--- config.mk ---
export PLATFORM = sky130hd
export DESIGN_NAME = dual_mode_link
export DESIGN_NICKNAME = d
export VERILOG_FILES = /design/src/rtl/dual_mode_link.sv
export SDC_FILE = /design/constraint.sdc
export NUM_CORES = 1
export LEC_CHECK = 0
export BUFFER_PORTS_ARGS = -buffer_cell sky130_fd_sc_hd__buf_4
export CORE_MARGIN = 2
export CORE_UTILIZATION = 41
export DETAILED_ROUTE_END_ITERATION = 12
export PLACE_DENSITY = 0.78
export SYNTH_ARGS = -nofsm -noshare
export SYNTH_HDL_FRONTEND = slang
export SYNTH_SLANG_ARGS = --single-unit
export TNS_END_PERCENT = 20
--- constraint.sdc ---
create_clock -name clk -period 1.96 [get_ports clk]
set_clock_uncertainty 0.15 [all_clocks]
set_input_delay 0.392 -clock clk [delete_from_list [all_inputs] [get_ports clk]]
set_output_delay 0.392 -clock clk [all_outputs]
set_load 0.005 [all_outputs]
--- src/rtl/dual_mode_link.sv ---
module dual_mode_link #(
  parameter int FLIT_W = 32,
  parameter int CNT_W  = 16
) (
  input  logic              clk,
  input  logic              rst,
  input  logic [FLIT_W-1:0] a_flit,
  input  logic              a_vld,
  input  logic              a_prod,
  input  logic [FLIT_W-1:0] b_flit,
  input  logic              b_vld,
  input  logic              b_prod,
  output logic [FLIT_W-1:0] to_a_flit,
  output logic              to_a_vld,
  output logic [FLIT_W-1:0] to_b_flit,
  output logic              to_b_vld,
  output logic              xchg_mode,
  output logic [CNT_W-1:0]  loop_cnt,
  output logic [CNT_W-1:0]  xchg_cnt
);

  logic a_go, b_go, busy;

  assign a_go      = a_vld & a_prod;
  assign b_go      = b_vld & b_prod;
  assign xchg_mode = a_go | b_go;
  assign busy      = a_vld | b_vld;

  always_ff @(posedge clk) begin
    to_b_flit <= xchg_mode ? a_flit : b_flit;
    to_a_flit <= xchg_mode ? b_flit : a_flit;
  end

  always_ff @(posedge clk) begin
    if (rst) begin
      to_a_vld <= 1'b0;
      to_b_vld <= 1'b0;
      loop_cnt <= '0;
      xchg_cnt <= '0;
    end else begin
      to_b_vld <= xchg_mode ? a_vld : b_vld;
      to_a_vld <= xchg_mode ? b_vld : a_vld;
      if (xchg_mode)
        xchg_cnt <= xchg_cnt + 1'b1;
      else if (busy)
        loop_cnt <= loop_cnt + 1'b1;
    end
  end

  assert_reset_empty_R7: assert property (@(posedge clk)
    rst |=> (!to_a_vld && !to_b_vld && loop_cnt == '0 && xchg_cnt == '0));

  assert_prod_a_forward_R6: assert property (@(posedge clk) disable iff (rst)
    (a_vld && a_prod) |=> (to_b_vld && to_b_flit == $past(a_flit)));

  assert_prod_b_forward_R6: assert property (@(posedge clk) disable iff (rst)
    (b_vld && b_prod) |=> (to_a_vld && to_a_flit == $past(b_flit)));

  assert_loop_valids_R3: assert property (@(posedge clk) disable iff (rst)
    (!(a_vld && a_prod) && !(b_vld && b_prod)) |=>
      (to_a_vld == $past(a_vld) && to_b_vld == $past(b_vld)));

  assert_xchg_valids_R2: assert property (@(posedge clk) disable iff (rst)
    xchg_mode |=> (to_b_vld == $past(a_vld) && to_a_vld == $past(b_vld)));

  assert_idle_counts_R10: assert property (@(posedge clk) disable iff (rst)
    (!a_vld && !b_vld) |=> ($stable(loop_cnt) && $stable(xchg_cnt)));

  assert_loop_count_R8: assert property (@(posedge clk) disable iff (rst)
    (!xchg_mode && (a_vld || b_vld)) |=>
      (loop_cnt == CNT_W'($past(loop_cnt) + 1) && $stable(xchg_cnt)));

  assert_xchg_count_R9: assert property (@(posedge clk) disable iff (rst)
    xchg_mode |=> (xchg_cnt == CNT_W'($past(xchg_cnt) + 1) && $stable(loop_cnt)));

endmodule

==> results of run 1 <==
[worst paths after layout]
check,startpoint,to,slack (ns),depth (start not counted)
max,xchg_cnt[0],xchg_cnt[14],0.009,5
min,a_flit[23],to_a_flit[23],0.08,3
max reg2reg,xchg_cnt[0],xchg_cnt[14],0.009,5
min reg2reg,loop_cnt[14],loop_cnt[14],0.35,2
[cell type report]
class	instances	area share, %
tap	108	2.51
inverter	6	0.418
sequential	98	36.5
multi-input combinational	321	29.0
timing repair buffer	202	28.2
clock buffer	11	2.63
clock inverter	5	0.720
[cells in the mapped netlist]
master	instances	area [um^2]
nand2_1	207	777
inv_2	1	3.75
or3_1	6	37.5
and4_1	1	8.76
ha_1	2	25.0
xnor2_1	10	87.6
clkbuf_1	19	71.3
xor2_1	6	52.6
nor3_1	2	10.0
nand3_1	8	40.0
or4b_1	1	10.0
o41ai_1	1	8.76
nand4_1	6	37.5
nor2_1	20	75.1
o21ai_0	6	30.0
o211a_1	1	10.0
buf_1	3	11.3
buf_2	2	10.0
nor2b_1	1	6.26
or4_1	8	60.1
a22oi_4	1	21.3
nor4_1	2	12.5
or2_2	2	12.5
or4b_2	1	10.0
mux2_2	1	11.3
nor3b_1	1	7.51
and3_1	1	6.26
dfxtp_1	98	1960
inv_1	5	18.8
nor4b_1	2	17.5
a21oi_1	17	85.1
o31ai_1	7	52.6
[power by group through the flow]
| stage | registers [mW] | logic (mW) | clock network [mW] |
|---|---|---|---|
| global placement | 2.23 | 0.629 | 0 |
| floorplan | 2.25 | 0.207 | 0 |
| CTS | 2.18 | 0.654 | 1.23 |
| finish | 2.18 | 0.648 | 1.20 |
| global route | 2.20 | 0.713 | 1.31 |
| detailed placement | 2.23 | 0.651 | 0 |
[layer usage]
layer / vias up / GRT usage [%]
met5: - / 0
met4: 0 / 8.23
met3: 15 / 4.60
met2: 138 / 35.3
met1: 1693 / 23.0
li1: 1814 / -
[kinds of logic (layout without fill, tap and decap cells)]
kind of cell | Yosys count | count (layout) | synth area share [%]
xor+xnor | 16 | 16 | 3.90
flops | 98 | 98 | 54.7
mux | 1 | 1 | 0.314
fa+ha+maj | 2 | 2 | 0.697
buf+inv | 30 | 224 | 3.21
simple gates | 269 | 269 | 31.4
compound gates | 33 | 33 | 5.79
[critical path: cells and delay by family (launching register included)]
| kind | cells | cell delay, ns |
|---|---|---|
| adder cells (fa/ha/maj) | 1 | 0.13 |
| AO/OA/AOI/OAI | 1 | 0.16 |
| flip-flops | 1 | 0.37 |
| AND/OR/NAND/NOR | 3 | 1.07 |
[per-stage QoR]
step	TNS [ns]	instances	instance area (um^2)	utilization [%]
2_1_floorplan	-0.113	449	3610	-
3_3_place_gp	-0.368	734	5160	60.0
3_5_place_dp	-0.763	734	5160	60.0
4_1_cts	-0.0126	751	5370	62.4
5_1_grt	-0.0583	751	5390	62.7
6_report	0	751	5390	62.7
[flip-flops by register name, summed over array words and instances (netlist names)]
name	count
to_a_vld	1
xchg_cnt	16
to_a_flit	32
to_b_vld	1
to_b_flit	32
loop_cnt	16
[timing repair]
| item | CTS | global route |
|---|---|---|
| pin swaps | 6 | 3 |
| buffers inserted | 1 | 0 |
| endpoints found under the setup margin | 3 | 9 |
| endpoints found under the hold margin | 0 | 0 |
| resized for setup | 5 | 5 |
==> flow_summary.ini, run 1 <==
[cells_and_area]
final_common_cell = nand2_1
nets = 710
multi_input_area_um2 = 1560
num_antenna_cells = 0
drive_above_1_share_pct = 36.5
regArea_um2 = 1970
syn2layout_area_growth_pct = 50.0
fillers = 737
final_cell_mix = nand2_1, buf_4, dfxtp_1

[die]
pin_count = 169
fp.dieH_um = 97.6
num_rows = 34
dieWidth_um = 97.6
die_area_um2 = 9520
start_util_pct = 41.8
coreArea_um2 = 8590

[placement]
pre_cts_ws_ns = -0.150
gp_congestion = 0.826
hpwl_um = 7340
portBuffers = 168

[clocking]
cts_sinks = 98
htree_levels = 3
clkTransAtPathRegs_ns = 0.10
clock_path_buffers = 2
clk_latency_ns = 0.35
cts_tree = done
numCtsBuffers = 9
root_buffer = clkbuf_8
cts_hold_buf = 0

[timing]
tightest_slew_ns = 0.418
setup_ws_ns = 0.00943
slew_viol_final = 0
fin_crit_ns = 1.95
min_period_over_period_pct = 99.5
finalHoldViolCount = 0
setup_violations = 0
holdWs_ns = 0.0754
relSlewSlack_pct = 71.7
rsz0062_at_grt = yes
max_freq_ghz = 0.513

[grt]
antenna_found_initial = 0
grt_pass1_wl_um = 15600
grt_pass1_vias = 3372
grt_overflow = 0
grt_max_degree = 43
grt_usage_pct = 19.9

[drt]
route.met2.wl_um = 4990
vias = 3660
antenna_left = 0
vias_per_cell = 4.87
drt-total-wl_um = 9840
drt_iter0_drc = 127
route.met3.wl_um = 656
wl_met1_um = 3990
top_layer = met4
post_drt_wl_per_cell_um = 13.1
drc = 0
firstDrtPassIters = 4

[power_and_ir_drop]
swShare_pct = 25.8
comb_power_share_pct = 16.1
p_sw_mw = 1.04
internal_power_mw = 2.99
clockPowerShare_pct = 29.8
pwr-share-seq_pct = 54.2
ir_worst_vdd_mv = 0.428
p_total_mw = 4.03
leakagePower_nw = 2.68
p_per_area_nw_per_um2 = 749

[critical_path]
crit_top_cell = or4_4
start_kind = register
max_stage_delay_ns = 0.51
cp_max_fo = 4
path_cells = ha_4, nand2_2, or4_4, or4_4, a21oi_2
end_kind = register
slowest_stage = or4_4
critPathKind = register to register
cp_data_arrival_time_ns = 2.09
critical_path_required_ns = 2.10

[yosys]
syn-mean-instance-area_um2 = 7.99
yosys_warnings = 0
ys_ff_latch = 98
synthesis.nets = 521
syn_area_um2 = 3590
synth-seq-area-share_pct = 54.7
synthCells = 449
yosysUniqueCellTypes = 32

[run_status]
run_status = completed

[flow_run]
drv_cap = 0

[min_path]
hold_path.class = primary input to register
Power figures use the tool's default switching activity.
==> run 2, diff against run 1 <==
--- a/config.mk
+++ b/config.mk
@@ -10,6 +10,7 @@
 export CORE_UTILIZATION = 41
 export DETAILED_ROUTE_END_ITERATION = 12
 export PLACE_DENSITY = 0.78
+export REMOVE_ABC_BUFFERS = 1
 export SYNTH_ARGS = -nofsm -noshare
 export SYNTH_HDL_FRONTEND = slang
 export SYNTH_SLANG_ARGS = --single-unit
==> flow_summary.ini, run 2 (synthesized netlist as in run 1, its figures left out) <==
[run_status]
run_status = completed

[drt]
drt_iter0_drc = 122
firstDrtPassIters = 4
post_drt_wl_per_cell_um = 12.3
antenna_left = 0
drt-total-wl_um = 9180
vias = 3558
drc = 0
vias_per_cell = 4.77

[die]
die_area_um2 = 9520
coreArea_um2 = 8590
dieWidth_um = 97.6
pin_count = 169
fp.dieH_um = 97.6
start_util_pct = 41.8
num_rows = 34

[timing]
setup_ws_ns = 0.0311
relSlewSlack_pct = 70.4
tightest_slew_ns = 0.438
slew_viol_final = 0
setup_violations = 0
holdWs_ns = 0.0770
fin_crit_ns = 1.93
tns_ns = 0
finalHoldViolCount = 0
min_period_over_period_pct = 98.4
rsz0062_at_grt = yes
max_freq_ghz = 0.518

[grt]
grt_pass1_vias = 3434
grt_overflow = 0
antenna_found_initial = 0
grt_pass1_wl_um = 15100
grt_usage_pct = 18.8
grt_max_degree = 77

[critical_path]
start_kind = register
path_cells = ha_1, nand2_1, or4_4, or4b_1, a21oi_2
cp_max_fo = 4
cp_data_arrival_time_ns = 2.06
max_stage_delay_ns = 0.53
end_kind = register
slowest_stage = or4b_1
critical_path_required_ns = 2.09
critPathKind = register to register

[power_and_ir_drop]
p_sw_mw = 1.01
ir_worst_vdd_mv = 0.493
p_total_mw = 4.01
clockPowerShare_pct = 29.6
internal_power_mw = 2.99
p_per_area_nw_per_um2 = 754
leakagePower_nw = 2.64
pwr-share-seq_pct = 54.4
comb_power_share_pct = 16.0
swShare_pct = 25.3

[placement]
placed_area_um2 = 5120
pre_cts_ws_ns = -0.184
hpwl_um = 6830
portBuffers = 168
gp_congestion = 0.785

[cells_and_area]
num_antenna_cells = 0
regArea_um2 = 1960
fillers = 761
largestRegisters = to_a_flit x32, to_b_flit x32
nets = 705
drive_above_1_share_pct = 34.8
multi_input_area_um2 = 1520
final_area_um2 = 5310
syn2layout_area_growth_pct = 48.0
final_common_cell = nand2_1
final_cell_mix = nand2_1, buf_4, dfxtp_1

[min_path]
hold_path.class = primary input to register

[clocking]
clkTransAtPathRegs_ns = 0.10
cts_tree = done
cts_sinks = 98
htree_levels = 3
clock_path_buffers = 2
root_buffer = clkbuf_8
clk_latency_ns = 0.34
numCtsBuffers = 9

[flow_run]
drv_cap = 0
run 2: cell types whose count changed in the layout (fill, tap and decap cells not counted), moves of 2 or more:
cell	delta
o31ai_2	-2
clkinv_4	-2
o31ai_1	+2
buf_4	-6
run 2: repair_timing:
item                       in CTS  in global routing
hold buffers                    0                  0
resized for setup               2                  2
setup buffers                   0                  1
pin swaps                       0                  4
setup endpoints to repair       3                  6
run 2: power groups by stage:
stage,logic (mW),registers (mW),clock network (mW)
finish,0.640,2.18,1.19
global route,0.709,2.19,1.32
CTS,0.646,2.18,1.23
detailed placement,0.644,2.22,0
global placement,0.624,2.22,0
floorplan,0.185,2.24,0
run 2: layout make-up:
type	count	area share, %
clock buffer	11	2.66
clock inverter	5	0.707
inverter	6	0.424
multi-input combinational	321	28.6
sequential	98	37.0
tap	108	2.54
timing repair buffer	197	28.1
run 2: path summary, 6_finish.rpt:
check | from | endpoint | slack [ns] | cells after the start
setup / recovery | xchg_cnt[0] | xchg_cnt[12] | 0.03 | 5
hold reg to reg | loop_cnt[15] | loop_cnt[15] | 0.34 | 2
setup reg to reg | xchg_cnt[0] | xchg_cnt[12] | 0.03 | 5
hold / removal | a_flit[18] | to_a_flit[18] | 0.08 | 3
run 2: stage by stage:
step / std cells / utilization [%]
2_1_floorplan: 425 / -
3_3_place_gp: 729 / 59.5
3_5_place_dp: 729 / 59.5
4_1_cts: 745 / 61.7
5_1_grt: 746 / 61.8
6_report: 746 / 61.8
run 2: worst max-delay path, delay by kind of cell, from the launching register on:
family | cells | cell delay [ns]
compound gates | 1 | 0.12
fa+ha+maj | 1 | 0.16
flops | 1 | 0.33
simple gates | 3 | 1.12
run 2: per-layer routing:
metal / global-route usage [%] / share of wire, %
met5: 0 / 0
met4: 5.56 / 1.7
met3: 5.54 / 7.2
met2: 33.5 / 51
met1: 21.8 / 40
==> run 3, diff against run 2 <==
--- a/config.mk
+++ b/config.mk
@@ -10,6 +10,7 @@
 export CORE_UTILIZATION = 41
 export DETAILED_ROUTE_END_ITERATION = 12
 export PLACE_DENSITY = 0.78
+export RECOVER_POWER = 50
 export REMOVE_ABC_BUFFERS = 1
 export SYNTH_ARGS = -nofsm -noshare
 export SYNTH_HDL_FRONTEND = slang
==> flow_summary.ini, run 3 (synthesized netlist as in run 1, its figures left out) <==
[run_status]
run_status = completed

[timing]
fin_crit_ns = 1.93
setup_ws_ns = 0.0332
max_freq_ghz = 0.519
holdWs_ns = 0.0771
finalHoldViolCount = 0
tightest_slew_ns = 0.863
min_period_over_period_pct = 98.3
setup_violations = 0
slew_viol_final = 0
rsz0062_at_grt = yes
tns_ns = 0
relSlewSlack_pct = 42.5

[clocking]
numCtsBuffers = 9
cts_tree = done
htree_levels = 3
root_buffer = clkbuf_8
cts_hold_buf = 0
clk_latency_ns = 0.34
clock_path_buffers = 2
clkTransAtPathRegs_ns = 0.10
cts_sinks = 98

[die]
num_rows = 34
coreArea_um2 = 8590
start_util_pct = 41.8
fp.dieH_um = 97.6
dieWidth_um = 97.6
die_area_um2 = 9520
pin_count = 169

[grt]
antenna_found_initial = 0
grt_overflow = 0
grt_pass1_vias = 3434
grt_usage_pct = 18.8
grt_max_degree = 77
grt_pass1_wl_um = 15100

[drt]
vias = 3566
firstDrtPassIters = 5
vias_per_cell = 4.78
drt_iter0_drc = 107
drc = 0
antenna_left = 0
post_drt_wl_per_cell_um = 12.3
drt-total-wl_um = 9160

[cells_and_area]
final_cells = 746
final_common_cell = nand2_1
final_area_um2 = 5290
nets = 705
syn2layout_area_growth_pct = 47.3
final_core_utilization_pct = 61.5
num_antenna_cells = 0
final_cell_mix = nand2_1, buf_4, dfxtp_1
drive_above_1_share_pct = 34.0
largestRegisters = to_a_flit x32, to_b_flit x32

[power_and_ir_drop]
ir_worst_vdd_mv = 0.491
pwr-share-seq_pct = 54.6
internal_power_mw = 2.98
clockPowerShare_pct = 29.7
p_per_area_nw_per_um2 = 754
leakagePower_nw = 2.62
p_sw_mw = 1.01
p_total_mw = 3.99
swShare_pct = 25.4
comb_power_share_pct = 15.7

[placement]
place_inst = 729
pre_cts_ws_ns = -0.184
gp_congestion = 0.785
placed_area_um2 = 5120
portBuffers = 168
hpwl_um = 6830

[critical_path]
path_cells = ha_1, nand2_1, or4_4, or4b_1, a21oi_2
critical_path_required_ns = 2.09
start_kind = register
critPathKind = register to register
cp_max_fo = 4
max_stage_delay_ns = 0.53
slowest_stage = or4b_1
cp_data_arrival_time_ns = 2.06
end_kind = register

[flow_run]
drv_cap = 0

[min_path]
hold_path.class = primary input to register
## run 3: cell types whose count changed in the layout (fill, tap and decap cells not counted), sizes merged
cell    previous run  this run
buf              197       162
clkbuf            11        46
## run 3: path summary, 6_finish.rpt
kind                                   start             to  slack (ns)  depth (start not counted)
worst max-delay path             xchg_cnt[0]   xchg_cnt[12]        0.03                          5
worst min-delay path              a_flit[18]  to_a_flit[18]        0.08                          3
worst max register to register   xchg_cnt[0]   xchg_cnt[12]        0.03                          5
worst min register to register  loop_cnt[15]   loop_cnt[15]        0.34                          2
## run 3: layout make-up
| cell class | count | area, um^2 |
|---|---|---|
| Fill cell | 764 | 3300 |
| Sequential cell | 98 | 1960 |
| Multi-Input combinational cell | 321 | 1520 |
| Timing Repair Buffer | 197 | 1470 |
| Clock buffer | 11 | 141 |
| Tap cell | 108 | 135 |
| Clock inverter | 5 | 37.5 |
| Inverter | 6 | 22.5 |
## run 3: routing by layer
layer  track usage (%)  share of wire (%)  vias to the layer above  wire [um]
li1                  -                  -                     1808          -
met1              21.8                 40                     1623       3690
met2              33.5                 51                      118       4660
met3              5.54                7.2                       17        657
met4              5.56                1.7                        0        155
met5                 0                  0                        -          0
## run 3: power groups by stage
stage / combinational (mW) / sequential [mW] / clock (mW)
CTS: 0.646 / 2.18 / 1.23
floorplan: 0.185 / 2.24 / 0
detailed placement: 0.644 / 2.22 / 0
finish: 0.626 / 2.18 / 1.19
global route: 0.696 / 2.19 / 1.32
global placement: 0.624 / 2.22 / 0
## run 3: timing repair
item / in CTS / in global routing
endpoints found under the setup margin: 3 / 6
setup buffers: 0 / 1
resized for setup: 2 / 2
pin swaps: 0 / 4
## run 3: worst max-delay path, delay by kind of cell, from the launching register on
kind | cells | cell delay [ns]
AND/OR/NAND/NOR | 3 | 1.12
adder cells (fa/ha/maj) | 1 | 0.16
AO/OA/AOI/OAI | 1 | 0.12
flip-flops | 1 | 0.33
